## src/rtl/bfg_pkg.sv

```systemverilog
package bfg_pkg;
  localparam int DIV_W  = 8;
  localparam int WID_W  = 8;
  localparam int PER_W  = 12;
  localparam int CTRL_W = DIV_W + WID_W + PER_W + 2;

  typedef struct packed {
    logic             src_int;
    logic             periodic;
    logic [PER_W-1:0] period;
    logic [WID_W-1:0] width;
    logic [DIV_W-1:0] div;
  } bfg_ctrl_t;
endpackage

```

## src/rtl/bfg_src_sel.sv

```systemverilog
module bfg_src_sel #(
  parameter int SYNC_STAGES = 2
) (
  input  logic clk,
  input  logic rst_n,
  input  logic ext_clk,
  input  logic src_int,
  output logic tick
);
  logic [SYNC_STAGES:0] sync_q;

  always_ff @(posedge clk or negedge rst_n) begin
    if (!rst_n) sync_q <= '0;
    else        sync_q <= {sync_q[SYNC_STAGES-1:0], ext_clk};
  end

  // a source tick is every cycle, or one per synchronized rising edge
  assign tick = src_int | (sync_q[SYNC_STAGES-1] & ~sync_q[SYNC_STAGES]);
endmodule

```

## src/rtl/bfg_bitclk.sv

```systemverilog
module bfg_bitclk
  import bfg_pkg::*;
(
  input  logic             clk,
  input  logic             rst_n,
  input  logic             gen_en,
  input  logic             tick,
  input  logic [DIV_W-1:0] div,
  output logic             bclk,
  output logic             bclk_tick,
  output logic             bit_start,
  output logic             first
);
  logic [DIV_W-1:0] cnt_q;
  logic             active_q;
  logic             strobe_q;
  logic [DIV_W:0]   hi_len;
  logic             wrap;

  assign wrap      = (cnt_q >= div);
  assign first     = !active_q;
  assign bit_start = gen_en && tick && (!active_q || wrap);
  assign hi_len    = ({1'b0, div} + (DIV_W+1)'(2)) >> 1;

  always_ff @(posedge clk or negedge rst_n) begin
    if (!rst_n) begin
      cnt_q    <= '0;
      active_q <= 1'b0;
      strobe_q <= 1'b0;
    end else if (!gen_en) begin
      cnt_q    <= '0;
      active_q <= 1'b0;
      strobe_q <= 1'b0;
    end else begin
      strobe_q <= bit_start;
      if (tick) begin
        if (!active_q) begin
          active_q <= 1'b1;
          cnt_q    <= '0;
        end else if (wrap) begin
          cnt_q <= '0;
        end else begin
          cnt_q <= cnt_q + DIV_W'(1);
        end
      end
    end
  end

  assign bclk      = active_q && ({1'b0, cnt_q} < hi_len);
  assign bclk_tick = strobe_q;

  a_r4_tick_in_high: assert property (@(posedge clk) disable iff (!rst_n)
    bclk_tick |-> bclk);
  a_r4_rise_has_tick: assert property (@(posedge clk) disable iff (!rst_n)
    $rose(bclk) |-> bclk_tick);
  a_r1_off_quiet: assert property (@(posedge clk) disable iff (!rst_n)
    !gen_en |=> (!bclk && !bclk_tick));
endmodule

```

## src/rtl/bfg_frame.sv

```systemverilog
module bfg_frame
  import bfg_pkg::*;
(
  input  logic             clk,
  input  logic             rst_n,
  input  logic             gen_en,
  input  logic             fs_en,
  input  logic             periodic,
  input  logic             bit_start,
  input  logic             first,
  input  logic [PER_W-1:0] period,
  input  logic [WID_W-1:0] width,
  input  logic             fs_pol,
  output logic             fsync
);
  localparam int PAD_W = PER_W - WID_W;

  logic [PER_W-1:0] pos_q;
  logic             armed_q;
  logic             fs_act;
  logic             allow;

  assign allow = fs_en && periodic;

  always_ff @(posedge clk or negedge rst_n) begin
    if (!rst_n) begin
      pos_q   <= '0;
      armed_q <= 1'b0;
    end else if (!gen_en) begin
      pos_q   <= '0;
      armed_q <= 1'b0;
    end else begin
      if (!allow) armed_q <= 1'b0;
      if (bit_start) begin
        if (first || pos_q >= period) begin
          pos_q <= '0;
          if (allow) armed_q <= 1'b1;
        end else begin
          pos_q <= pos_q + PER_W'(1);
        end
      end
    end
  end

  assign fs_act = armed_q && ({{PAD_W{1'b0}}, width} >= pos_q);
  assign fsync  = fs_act ^ fs_pol;

  a_r9_rise_at_frame_start: assert property (@(posedge clk) disable iff (!rst_n)
    ($rose(fs_act) && $stable(width)) |-> (pos_q == '0));
  a_r8_gated_by_enable: assert property (@(posedge clk) disable iff (!rst_n)
    !fs_en |=> !fs_act);
  a_r1_idle_no_sync: assert property (@(posedge clk) disable iff (!rst_n)
    !gen_en |=> !fs_act);
endmodule

```

## src/rtl/bitclk_frame_gen.sv

```systemverilog
module bitclk_frame_gen
  import bfg_pkg::*;
#(
  parameter int SYNC_STAGES = 2
) (
  input  logic              clk,
  input  logic              rst_n,
  input  logic [CTRL_W-1:0] ctrl_word,
  input  logic              ext_clk,
  input  logic              gen_en,
  input  logic              fs_en,
  input  logic              fs_pol,
  output logic              bclk,
  output logic              bclk_tick,
  output logic              fsync
);
  bfg_ctrl_t ctl;
  logic      tick;
  logic      bit_start;
  logic      first;

  assign ctl = bfg_ctrl_t'(ctrl_word);

  bfg_src_sel #(.SYNC_STAGES(SYNC_STAGES)) src_i (
    .clk     (clk),
    .rst_n   (rst_n),
    .ext_clk (ext_clk),
    .src_int (ctl.src_int),
    .tick    (tick)
  );

  bfg_bitclk div_i (
    .clk       (clk),
    .rst_n     (rst_n),
    .gen_en    (gen_en),
    .tick      (tick),
    .div       (ctl.div),
    .bclk      (bclk),
    .bclk_tick (bclk_tick),
    .bit_start (bit_start),
    .first     (first)
  );

  bfg_frame frm_i (
    .clk       (clk),
    .rst_n     (rst_n),
    .gen_en    (gen_en),
    .fs_en     (fs_en),
    .periodic  (ctl.periodic),
    .bit_start (bit_start),
    .first     (first),
    .period    (ctl.period),
    .width     (ctl.width),
    .fs_pol    (fs_pol),
    .fsync     (fsync)
  );
endmodule

```

## config.mk

```make
export PLATFORM = sky130hd
export DESIGN_NAME = bitclk_frame_gen
export DESIGN_NICKNAME = d
export VERILOG_FILES = /design/src/rtl/bfg_pkg.sv /design/src/rtl/bfg_src_sel.sv /design/src/rtl/bfg_bitclk.sv /design/src/rtl/bfg_frame.sv /design/src/rtl/bitclk_frame_gen.sv
export SDC_FILE = /design/constraint.sdc
export NUM_CORES = 1
export LEC_CHECK = 0
export ABC_AREA = 0
export BUFFER_PORTS_ARGS = -buffer_cell sky130_fd_sc_hd__buf_4
export CAP_MARGIN = 20
export CELL_PAD_IN_SITES_DETAIL_PLACEMENT = 1
export CELL_PAD_IN_SITES_GLOBAL_PLACEMENT = 2
export CORE_MARGIN = 2
export CORE_UTILIZATION = 38
export CTS_BUF_LIST = sky130_fd_sc_hd__clkbuf_4 sky130_fd_sc_hd__clkbuf_8
export DETAILED_ROUTE_END_ITERATION = 10
export PLACE_DENSITY = 0.95
export SYNTH_ARGS = -nofsm -noshare
export SYNTH_HDL_FRONTEND = slang
export SYNTH_HIERARCHICAL = 1
export SYNTH_SLANG_ARGS = --single-unit
```

## constraint.sdc

```tcl
create_clock -name clk -period 4.98 [get_ports clk]
set_clock_uncertainty 0.2 [all_clocks]
set_input_delay 0.249 -clock clk [delete_from_list [all_inputs] [get_ports clk]]
set_output_delay 0.249 -clock clk [all_outputs]
set_load 0.005 [all_outputs]
```

==> impl_metrics.ini, run 1 <==
[clock_tree]
clock_tree.htree_level_count = 1
clock_path_buffers = 2
clk_root_buffer_cell = sky130_fd_sc_hd__clkbuf_8
clk_pin_slew_ns = 0.08
cts-buffers-inserted = 3
tritoncts_clock_tree = built
clk-insertion-delay-late_ns = 0.26
clock_sink_count = 26

[worst_setup_path]
critical_path.reg2reg.endpoint = frm_i/pos_q[11]
worstPathBufferInverterCount = 0
capture_point_of_the_critical_path = frm_i/pos_q[11]
cpMaxStageDelayCell = sky130_fd_sc_hd__nor2b_1
timing_worst_setup_path_type = reg2reg
critPathRequiredTime_ns = 4.96
r2r_setup_slack_ns = 1.76
critical_path.max_stage_delay_ns = 0.76
path_max_fanout = 10
worst_r2r_path_depth = 8
critical_path.endpoint_type = flop
critPathLaunch = div_i/cnt_q[6]
start_kind = flop
timing.rr.start = div_i/cnt_q[6]
cp_cell_sequence = ha_1 > a21o_1 > a211oi_4 > nand2_2 > and3_1 > nor2b_1 > a41oi_1 > o22ai_1
arrival_ns = 3.21
largest_delay_share_family_worst_path = simple AND/OR/NAND/NOR gates
stages_on_worst_setup_path = 8

[timing]
setup-tns-final_ns = 0
fmax_mhz = 310.2
timing_hold_violations_final = 0
max_slew_margin = 0.3721
grt_setup_unrepaired = no
layout_min_cycle_time_ns = 3.223
drv_slew = 0
min_period_over_period = 0.6472
setup_viol_count_final = 0
worst-slew-pin-transition_ns = 0.9399

[detailed_routing]
top_layer_used = met4
drt.antenna.violating_nets = 0
met3_length_um = 254
wl_met2_um = 2825
post_drt_via_cell_ratio = 5.684
detail_route.drc_violations = 0
wirelength_met1_um = 3083
route.vias.total = 2245
final_routed_wirelength_um = 6244
drt_first_pass_iters = 4
dr.first_iter.drc_count = 184
detail_route.wl_per_cell_um = 15.81

[global_routing]
grt_pass1_wl_um = 10920
antenna_found_initial = 0
globalRouteTotalUtil = 0.1868
first_global_vias = 2285
grt_start_max_net_pins = 27
grt_overflow_total = 0

[synthesis]
async_reset_ff_frac = 1.000
synth_edf_count = 0
synth.distinct_cells = 50
synthesized_net_count = 356
synth.yosys.warnings = 6
synth.ff_latch_count = 26
most_area_consuming_cells_after_synthesis = sky130_fd_sc_hd__dfrtp_1 (27%), sky130_fd_sc_hd__ha_1 (19%), sky130_fd_sc_hd__inv_1 (5.7%)
syn-cell-area_mm2 = 0.002450
seq_area_frac_synth = 0.2656
post_synth_inst_count = 282
dominantRegCellSynth = sky130_fd_sc_hd__dfrtp_1
yosys.area.top_type_share = 0.2656
synth_top_cell_by_area = sky130_fd_sc_hd__dfrtp_1
synth.avg_cell_area_um2 = 8.687

[outcome]
outcome = finished, final reports clean

[min_path]
worst_hold_path_type = in2reg

[floorplanning]
design.die.area_mm2 = 0.007106
core-area_mm2 = 0.006277
rows = 29
ios = 39
floorplan.initialDensity = 0.3903
die_width_um = 84.30
fp.dieH_um = 84.30

[layout]
diodes = 0
final_nets = 394
final.fill_count = 766
finish.instance_area_mm2 = 0.002848
layout-area-overhead-vs-synth_pct = 16.24
post_route_cells_drive_above_1_share = 0.1730
final_std_cells_w_o_fill = 395

[power]
net_switching_power_of_the_design_uw = 116.3
power.sequential.fraction = 0.503
p_int_uw = 315.0
switching_share = 0.2697
share_clk_of_total_power = 0.267
pwr_per_cell_area_mw_per_mm2 = 151.5
ir_worst_vdd_v = 0.00009829
p_leak_uw = 0.001339
combinationalPowerShare = 0.229

[placed_design]
gp_congestion = 0.7962
port_buffers = 38
detailedPlacementHpwl_um = 4924
dpl-instance-area_mm2 = 0.002786
numPlacedInstances = 390

[run]
max-cap-violations = 0
## layout make-up
cell class	instances	area, um2	area share
multi-input cells	212	1615	0.5672
flip-flops and latches	26	650.6	0.2285
repair buffers	40	305.3	0.1072
inverters	37	138.9	0.04877
well taps	77	96.34	0.03383
clock buffers	3	41.29	0.01450
## tightest hold or removal path, delay by kind of cell
family / cells / cell delay [ns]
buffers and inverters: 1 / 0.12
AOI/OAI and AO/OA: 2 / 0.13
## per-stage QoR
step                      utilization  setup WS [ns]  hold WS, ns  power, uW
after floorplan                     -          2.391      -0.2466      273.5
after global placement         0.4439          1.940     -0.01434      315.7
after detailed placement       0.4439          1.836     -0.01736      320.0
after CTS                      0.4537          1.805      0.06651      438.6
after global routing           0.4537          1.558      0.06662      459.6
final                          0.4537          1.757      0.07101      431.4
## Yosys cell counts (2+ instances only)
master                      n
sky130_fd_sc_hd__a21oi_1   14
sky130_fd_sc_hd__nor4_1     2
sky130_fd_sc_hd__buf_6      2
sky130_fd_sc_hd__nor2_1    10
sky130_fd_sc_hd__a211oi_1   2
sky130_fd_sc_hd__nand2_1   22
sky130_fd_sc_hd__a41oi_2    3
sky130_fd_sc_hd__nor2b_1    3
sky130_fd_sc_hd__xnor2_1    6
sky130_fd_sc_hd__a31oi_1    2
sky130_fd_sc_hd__a21o_1     4
sky130_fd_sc_hd__o211ai_1   6
sky130_fd_sc_hd__and4_1     2
sky130_fd_sc_hd__nand4_1   13
sky130_fd_sc_hd__inv_1     37
sky130_fd_sc_hd__and2_1     3
sky130_fd_sc_hd__o21ai_0    6
sky130_fd_sc_hd__nand2b_1  11
sky130_fd_sc_hd__dfrtp_1   26
sky130_fd_sc_hd__nor3_1     2
sky130_fd_sc_hd__o22ai_1    7
sky130_fd_sc_hd__clkbuf_1   3
sky130_fd_sc_hd__and3_1     6
sky130_fd_sc_hd__ha_1      38
sky130_fd_sc_hd__nor3b_1    3
sky130_fd_sc_hd__nand3_1   18
sky130_fd_sc_hd__o21a_1     3
sky130_fd_sc_hd__a41oi_1    2
sky130_fd_sc_hd__nand2_2    2
sky130_fd_sc_hd__a21boi_0   2
sky130_fd_sc_hd__o311ai_1   2
sky130_fd_sc_hd__or3_1      2
## power by group through the flow
| stage | sequential [uW] | combinational [uW] | clock, uW |
|---|---|---|---|
| after floorplan | 221 | 52.9 | 0 |
| after global placement | 221 | 94.5 | 0 |
| after detailed placement | 221 | 98.5 | 0 |
| after CTS | 217 | 100 | 121 |
| after global routing | 218 | 112 | 130 |
| final | 217 | 98.9 | 115 |
## timing repair
item,in CTS,in global routing
setup buffers,0,0
resized for setup,0,0
setup endpoints to repair,0,0
hold buffers,2,0
hold endpoints to repair,27,0
## sequential cells by signal, indices dropped and copies added (netlist names)
register and count:
src_i/sync_q 3, div_i/active_q 1, div_i/bclk_tick 1, div_i/cnt_q 8
frm_i/armed_q 1, frm_i/pos_q 12
## cells in the final DEF, fill, tap and decap left out, types with 7 or more instances in the layout
cell type,synthesis,final
sky130_fd_sc_hd__nor2_1,10,10
sky130_fd_sc_hd__inv_1,37,37
sky130_fd_sc_hd__nand2_1,22,22
sky130_fd_sc_hd__nand3_1,18,18
sky130_fd_sc_hd__buf_4,1,38
sky130_fd_sc_hd__ha_1,38,38
sky130_fd_sc_hd__nand2b_1,11,11
sky130_fd_sc_hd__nand4_1,13,13
sky130_fd_sc_hd__o22ai_1,7,7
sky130_fd_sc_hd__a21oi_1,14,14
sky130_fd_sc_hd__dfrtp_1,26,26
## cells by family (layout without fill, tap and decap cells)
family,count (synthesis),in the layout,synth area share
and+or+nand+nor,106,106,0.2518
DFF,26,26,0.2656
adders and majority gates,38,38,0.1941
xor gates and xnor gates,6,6,0.02145
buffers and inverters,44,80,0.07507
AOI/OAI and AO/OA,62,62,0.1920
## layer usage
metal	up-vias	global-route usage
li1	1099	-
met4	0	0.05132
met3	7	0.03245
met5	-	0
met2	46	0.2980
met1	1093	0.2613
## worst min path at each step
stage          startpoint             end  slack [ns]  cells after the start
2_1_floorplan       rst_n  div_i/active_q       -0.25                      0
3_3_place_gp        rst_n  frm_i/pos_q[9]       -0.01                      1
3_5_place_dp        rst_n  frm_i/pos_q[7]       -0.02                      1
4_1_cts             fs_en   frm_i/armed_q        0.07                      3
5_1_grt             fs_en   frm_i/armed_q        0.07                      3
6_report            fs_en   frm_i/armed_q        0.07                      3
Note: power is estimated with default switching activity, not from simulation.
==> inputs of run 2 (changes only) <==
--- a/config.mk
+++ b/config.mk
@@ -11,10 +11,10 @@
 export CELL_PAD_IN_SITES_DETAIL_PLACEMENT = 1
 export CELL_PAD_IN_SITES_GLOBAL_PLACEMENT = 2
 export CORE_MARGIN = 2
-export CORE_UTILIZATION = 38
+export CORE_UTILIZATION = 36
 export CTS_BUF_LIST = sky130_fd_sc_hd__clkbuf_4 sky130_fd_sc_hd__clkbuf_8
 export DETAILED_ROUTE_END_ITERATION = 10
-export PLACE_DENSITY = 0.95
+export PLACE_DENSITY = 0.92
 export SYNTH_ARGS = -nofsm -noshare
 export SYNTH_HDL_FRONTEND = slang
 export SYNTH_HIERARCHICAL = 1
==> constraint.sdc (replaced) <==
create_clock -name clk -period 3.21 [get_ports clk]
set_clock_uncertainty 0.2 [all_clocks]
set_input_delay 0.1605 -clock clk [delete_from_list [all_inputs] [get_ports clk]]
set_output_delay 0.1605 -clock clk [all_outputs]
set_load 0.005 [all_outputs]
==> run 2 against run 1 <==
Register-to-register slack got worse by 1.6 ns. Cell area rose by 2.7%. Final cell count rose by 2.3%. Via count decreased by 0.94%. Critical path depth stayed put. Worst setup slack lost 1.6 ns. Largest cell class unchanged.
==> impl_metrics.ini, run 2 (synthesis results as in run 1) <==
[worst_setup_path]
critPathRequiredTime_ns = 3.17
cp_cell_sequence = ha_1 > a21o_1 > a211oi_4 > nand2_2 > and3_1 > o2111ai_1 > dlygate4sd3_1 > a21oi_1
timing_worst_setup_path_type = reg2reg
critical_path.max_stage_delay_ns = 0.58
largest_delay_share_family_worst_path = compound AO/OA/AOI/OAI gates
worst_r2r_path_depth = 8
critical_path.endpoint_type = flop
path_max_fanout = 9
start_kind = flop
cpMaxStageDelayCell = sky130_fd_sc_hd__dlygate4sd3_1
arrival_ns = 3.00
timing.rr.start = div_i/cnt_q[6]
critical_path.reg2reg.endpoint = frm_i/armed_q
stages_on_worst_setup_path = 8
worstPathBufferInverterCount = 1
r2r_setup_slack_ns = 0.18

[floorplanning]
rows = 30
fp.dieH_um = 86.50
ios = 39
core-area_mm2 = 0.006681
die_width_um = 86.50
design.die.area_mm2 = 0.007481
floorplan.initialDensity = 0.3667

[power]
net_switching_power_of_the_design_uw = 201.1
ir_worst_vdd_v = 0.0001639
share_clk_of_total_power = 0.364
pwr_per_cell_area_mw_per_mm2 = 265.8
switching_share = 0.2587
power.sequential.fraction = 0.433
combinationalPowerShare = 0.202
p_int_uw = 576.1
p_leak_uw = 0.001374

[layout]
final.fill_count = 828
layout_commonest_cell = sky130_fd_sc_hd__buf_4
finish.instance_area_mm2 = 0.002924
reg.largest.list = frm_i/pos_q (12), div_i/cnt_q (8), src_i/sync_q (3)
most-common-layout-cells = sky130_fd_sc_hd__buf_4 (41), sky130_fd_sc_hd__ha_1 (38), sky130_fd_sc_hd__inv_1 (37)
post_route_cells_drive_above_1_share = 0.1821
diodes = 0
largest_reg_flops = 12
final_nets = 399
layout-area-overhead-vs-synth_pct = 19.36
top_register = frm_i/pos_q

[global_routing]
grt_start_max_net_pins = 27
globalRouteTotalUtil = 0.1841
grt_pass1_wl_um = 11090
grt_overflow_total = 0
antenna_found_initial = 0
first_global_vias = 2337

[timing]
drv_slew = 0
setup_viol_count_final = 0
min_period_over_period = 0.9453
max_slew_margin = 0.6773
timing_hold_violations_final = 0
grt_setup_unrepaired = no
layout_min_cycle_time_ns = 3.034
setup-tns-final_ns = 0
fmax_mhz = 329.5
worst-slew-pin-transition_ns = 0.4790

[clock_tree]
clk-insertion-delay-late_ns = 0.28
quantity_of_hold_fixing_buffers_added_after_cts = 4
clk_pin_slew_ns = 0.09
cts-buffers-inserted = 3
clk_root_buffer_cell = sky130_fd_sc_hd__clkbuf_8
clock_path_buffers = 2
post_cts_buffers = 0
post_cts_resize_count = 0
clock_sink_count = 26
tritoncts_clock_tree = built
clock_tree.htree_level_count = 1

[detailed_routing]
post_drt_via_cell_ratio = 5.505
drt_first_pass_iters = 4
dr.first_iter.drc_count = 76
route.vias.total = 2224
drt.antenna.violating_nets = 0
detail_route.drc_violations = 0
final_routed_wirelength_um = 6458
detail_route.wl_per_cell_um = 15.99

[placed_design]
detailedPlacementHpwl_um = 5068
port_buffers = 38
dpl-instance-area_mm2 = 0.002813
gp_congestion = 0.7515

[run]
max-cap-violations = 0

[min_path]
worst_hold_path_ep = div_i/cnt_q[7]
worst_hold_path_type = in2reg
whs_path_depth = 2
hold_crit_start = gen_en

[outcome]
outcome = finished, final reports clean
==> run 2: worst register-to-register path, cell delays in order (launching register included) <==
cell and delay (ns):
sky130_fd_sc_hd__dfrtp_1 0.46, sky130_fd_sc_hd__ha_1 0.32, sky130_fd_sc_hd__a21o_1 0.21, sky130_fd_sc_hd__a211oi_4 0.46, sky130_fd_sc_hd__nand2_2 0.13, sky130_fd_sc_hd__and3_1 0.31, sky130_fd_sc_hd__o2111ai_1 0.22, sky130_fd_sc_hd__dlygate4sd3_1 0.58
sky130_fd_sc_hd__a21oi_1 0.04
==> run 2: worst max path at each step <==
| stage | endpoint | from | slack (ns) |
|---|---|---|---|
| after floorplan | frm_i/pos_q[11] | div_i/cnt_q[2] | 0.62 |
| after global placement | frm_i/pos_q[11] | div_i/cnt_q[6] | 0.63 |
| after detailed placement | frm_i/pos_q[2] | div_i/cnt_q[6] | 0.50 |
| after CTS | frm_i/armed_q | div_i/cnt_q[6] | 0.22 |
| after global routing | frm_i/armed_q | div_i/cnt_q[6] | 0.009 |
| final | frm_i/armed_q | div_i/cnt_q[6] | 0.18 |
==> run 2: power groups by stage <==
stage / clock network [uW] / registers [uW] / logic (uW)
floorplan: 0 / 342 / 82.1
global placement: 0 / 343 / 151
detailed placement: 0 / 343 / 156
CTS: 287 / 337 / 160
global route: 298 / 338 / 178
finish: 283 / 337 / 157
==> run 2: layout make-up <==
cell class              instances  area, um2  share of cell area
inverters                      37      138.9             0.04750
clock buffers                   3      41.29             0.01412
well taps                      80      100.1             0.03423
multi-input cells             212       1615              0.5524
flip-flops and latches         26      650.6              0.2225
repair buffers                 45      347.8              0.1190
clock inverters                 1      30.03             0.01027
==> run 2: per-stage QoR <==
stage / hold slack [ns] / util / power [uW] / setup slack (ns) / instances
after floorplan: -0.3351 / - / 424.3 / 0.6212 / 282
after global placement: -0.1092 / 0.4210 / 494.1 / 0.6270 / 396
after detailed placement: -0.1016 / 0.4210 / 499.8 / 0.5009 / 396
after CTS: 0.07963 / 0.4376 / 784.2 / 0.2156 / 404
after global routing: 0.08706 / 0.4376 / 813.6 / 0.009295 / 404
final: 0.08672 / 0.4376 / 777.3 / 0.1755 / 404
==> run 2: metal layers <==
layer,track usage,share of wire
met5,0,0
met4,0.02983,0.0034
met3,0.01429,0.016
met2,0.3224,0.49
met1,0.2525,0.49
==> inputs of run 3 (changes only) <==
==> constraint.sdc (replaced) <==
create_clock -name clk -period 2.8 [get_ports clk]
set_clock_uncertainty 0.2 [all_clocks]
set_input_delay 0.14 -clock clk [delete_from_list [all_inputs] [get_ports clk]]
set_output_delay 0.14 -clock clk [all_outputs]
set_load 0.005 [all_outputs]
==> run 3 against run 2 <==
Sequential share of layout area shrank 0.23 points. Critical path depth is 1 lower. Highest routed layer unchanged. Non-clock buffer count is 6 higher. Register-to-register slack improved by 0.02 ns. Global-route usage up 0.37 points. Critical endpoint is now frm_i/pos_q[8]. First-iteration DRC count up 14%. Critical path type unchanged. Sequential cell count unchanged. Combinational power up 18%. Clock power is 11% lower.
==> impl_metrics.ini, run 3 (synthesis results as in run 1) <==
[outcome]
outcome = finished, final reports clean

[worst_setup_path]
cp_cell_sequence = ha_1 > nand3_1 > a211o_2 > nand2_2 > and3_2 > nand4_4 > o311ai_1
timing_worst_setup_path_type = reg2reg
critical_path.max_stage_delay_ns = 0.44
critical_path.reg2reg.endpoint = frm_i/pos_q[8]
cpMaxStageDelayCell = sky130_fd_sc_hd__dfrtp_1
timing.rr.start = div_i/cnt_q[7]
r2r_setup_slack_ns = 0.19
path_max_fanout = 10
worst_r2r_path_depth = 7
start_kind = flop
critical_path.endpoint_type = flop
critPathRequiredTime_ns = 2.77
arrival_ns = 2.58

[global_routing]
grt_pass1_wl_um = 11290
grt_start_max_net_pins = 27
globalRouteTotalUtil = 0.1877
grt_overflow_total = 0
first_global_vias = 2371
antenna_found_initial = 0

[timing]
worst-slew-pin-transition_ns = 0.4772
worst_hold_slack_ns = 0.06480
setup-tns-final_ns = 0
drv_slew = 0
fmax_mhz = 383.5
timing_hold_violations_final = 0
layout_min_cycle_time_ns = 2.608
finalWorstSetupSlack_ns = 0.1923
grt_setup_unrepaired = no
max_slew_margin = 0.6785
min_period_over_period = 0.9313
setup_viol_count_final = 0

[floorplanning]
core-area_mm2 = 0.006681
fp.dieH_um = 86.50
floorplan.initialDensity = 0.3667
die_width_um = 86.50
ios = 39
design.die.area_mm2 = 0.007481
rows = 30

[layout]
diodes = 0
largest_reg_flops = 12
reg.largest.list = frm_i/pos_q (12), div_i/cnt_q (8), src_i/sync_q (3)
top_register = frm_i/pos_q
layout_commonest_cell = sky130_fd_sc_hd__buf_4
most-common-layout-cells = sky130_fd_sc_hd__buf_4 (47), sky130_fd_sc_hd__ha_1 (38), sky130_fd_sc_hd__inv_1 (37)
post_route_cells_drive_above_1_share = 0.2000
layout-area-overhead-vs-synth_pct = 20.58
final_nets = 405
finalCoreUtilization = 0.4421

[power]
switching_share = 0.2754
pwr_per_cell_area_mw_per_mm2 = 279.0
p_leak_uw = 0.001401
power.sequential.fraction = 0.468
ir_worst_vdd_v = 0.0001664
combinationalPowerShare = 0.225
share_clk_of_total_power = 0.306
p_int_uw = 597.3
net_switching_power_of_the_design_uw = 227.0

[clock_tree]
clock_path_buffers = 2
clock_tree.htree_level_count = 1
tritoncts_clock_tree = built
clk_pin_slew_ns = 0.10
cts-buffers-inserted = 3
clk-insertion-delay-late_ns = 0.28
clk_root_buffer_cell = sky130_fd_sc_hd__clkbuf_8
clock_sink_count = 26

[detailed_routing]
detail_route.drc_violations = 0
route.vias.total = 2305
drt.antenna.violating_nets = 0
dr.first_iter.drc_count = 87
final_routed_wirelength_um = 6696
post_drt_via_cell_ratio = 5.622
detail_route.wl_per_cell_um = 16.33
drt_first_pass_iters = 4

[min_path]
hold_crit_start = gen_en
whs_path_depth = 2
worst_hold_path_ep = div_i/cnt_q[7]
worst_hold_path_type = in2reg

[placed_design]
detailedPlacementHpwl_um = 5397
port_buffers = 38
gp_congestion = 0.7874
post-place-ws_ns = 0.1284

[run]
max-cap-violations = 0
run 3: cell count changes in the layout (fill, tap and decap cells not counted), sizes merged:
cell	before	now
bufinv	1	0
clkbuf	3	4
buf	41	47
run 3: final cells by class:
class,instances,area [um2]
Inverter,37,138.9
Tap cell,80,100.1
Sequential cell,26,650.6
Timing Repair Buffer,51,392.9
Multi-Input combinational cell,212,1617
Clock buffer,4,55.05
Fill cell,801,3727
run 3: metrics by stage:
stage | cell area [um2] | instances | power, uW
after global placement | 2858 | 402 | 569.9
after floorplan | 2450 | 282 | 486.4
after CTS | 2953 | 410 | 836.6
after detailed placement | 2858 | 402 | 576.9
final | 2954 | 410 | 824.3
after global routing | 2954 | 410 | 873.2
run 3: how the worst max path moves through the flow:
stage	start	to	slack, ns
after floorplan	div_i/cnt_q[2]	frm_i/pos_q[11]	0.21
after global placement	div_i/cnt_q[0]	frm_i/pos_q[2]	0.30
after detailed placement	div_i/cnt_q[7]	frm_i/pos_q[4]	0.13
after CTS	div_i/cnt_q[7]	frm_i/pos_q[4]	0.09
after global routing	div_i/cnt_q[7]	frm_i/pos_q[4]	0.06
final	div_i/cnt_q[7]	frm_i/pos_q[8]	0.19
run 3: critical path, delay by kind of cell, from the launching register on:
family                   cells  cell delay [ns]
AND/OR/NAND/NOR              4             0.74
AO/OA/AOI/OAI                2             0.77
adder cells (fa/ha/maj)      1             0.36
flip-flops                   1             0.44
run 3: power by group through the flow:
stage	combinational, uW	clock [uW]	sequential (uW)
after global placement	177	0	393
after detailed placement	183	0	394
after CTS	189	261	386
after floorplan	94.1	0	392
final	186	253	386
after global routing	208	278	387
run 3: timing repair:
item / 4_1_cts / 5_1_grt
buffers inserted: 0 / 0
endpoints found under the hold margin: 28 / 0
setup endpoints to repair: 0 / 2
hold buffers: 4 / 0
gates resized for setup: 0 / 1
run 3: layer usage:
metal | up-vias | GRT usage | wire length [um]
li1 | 1125 | - | -
met1 | 1140 | 0.2494 | 3208
met2 | 34 | 0.3238 | 3275
met3 | 6 | 0.01714 | 142
met4 | 0 | 0.05540 | 70
met5 | - | 0 | 0
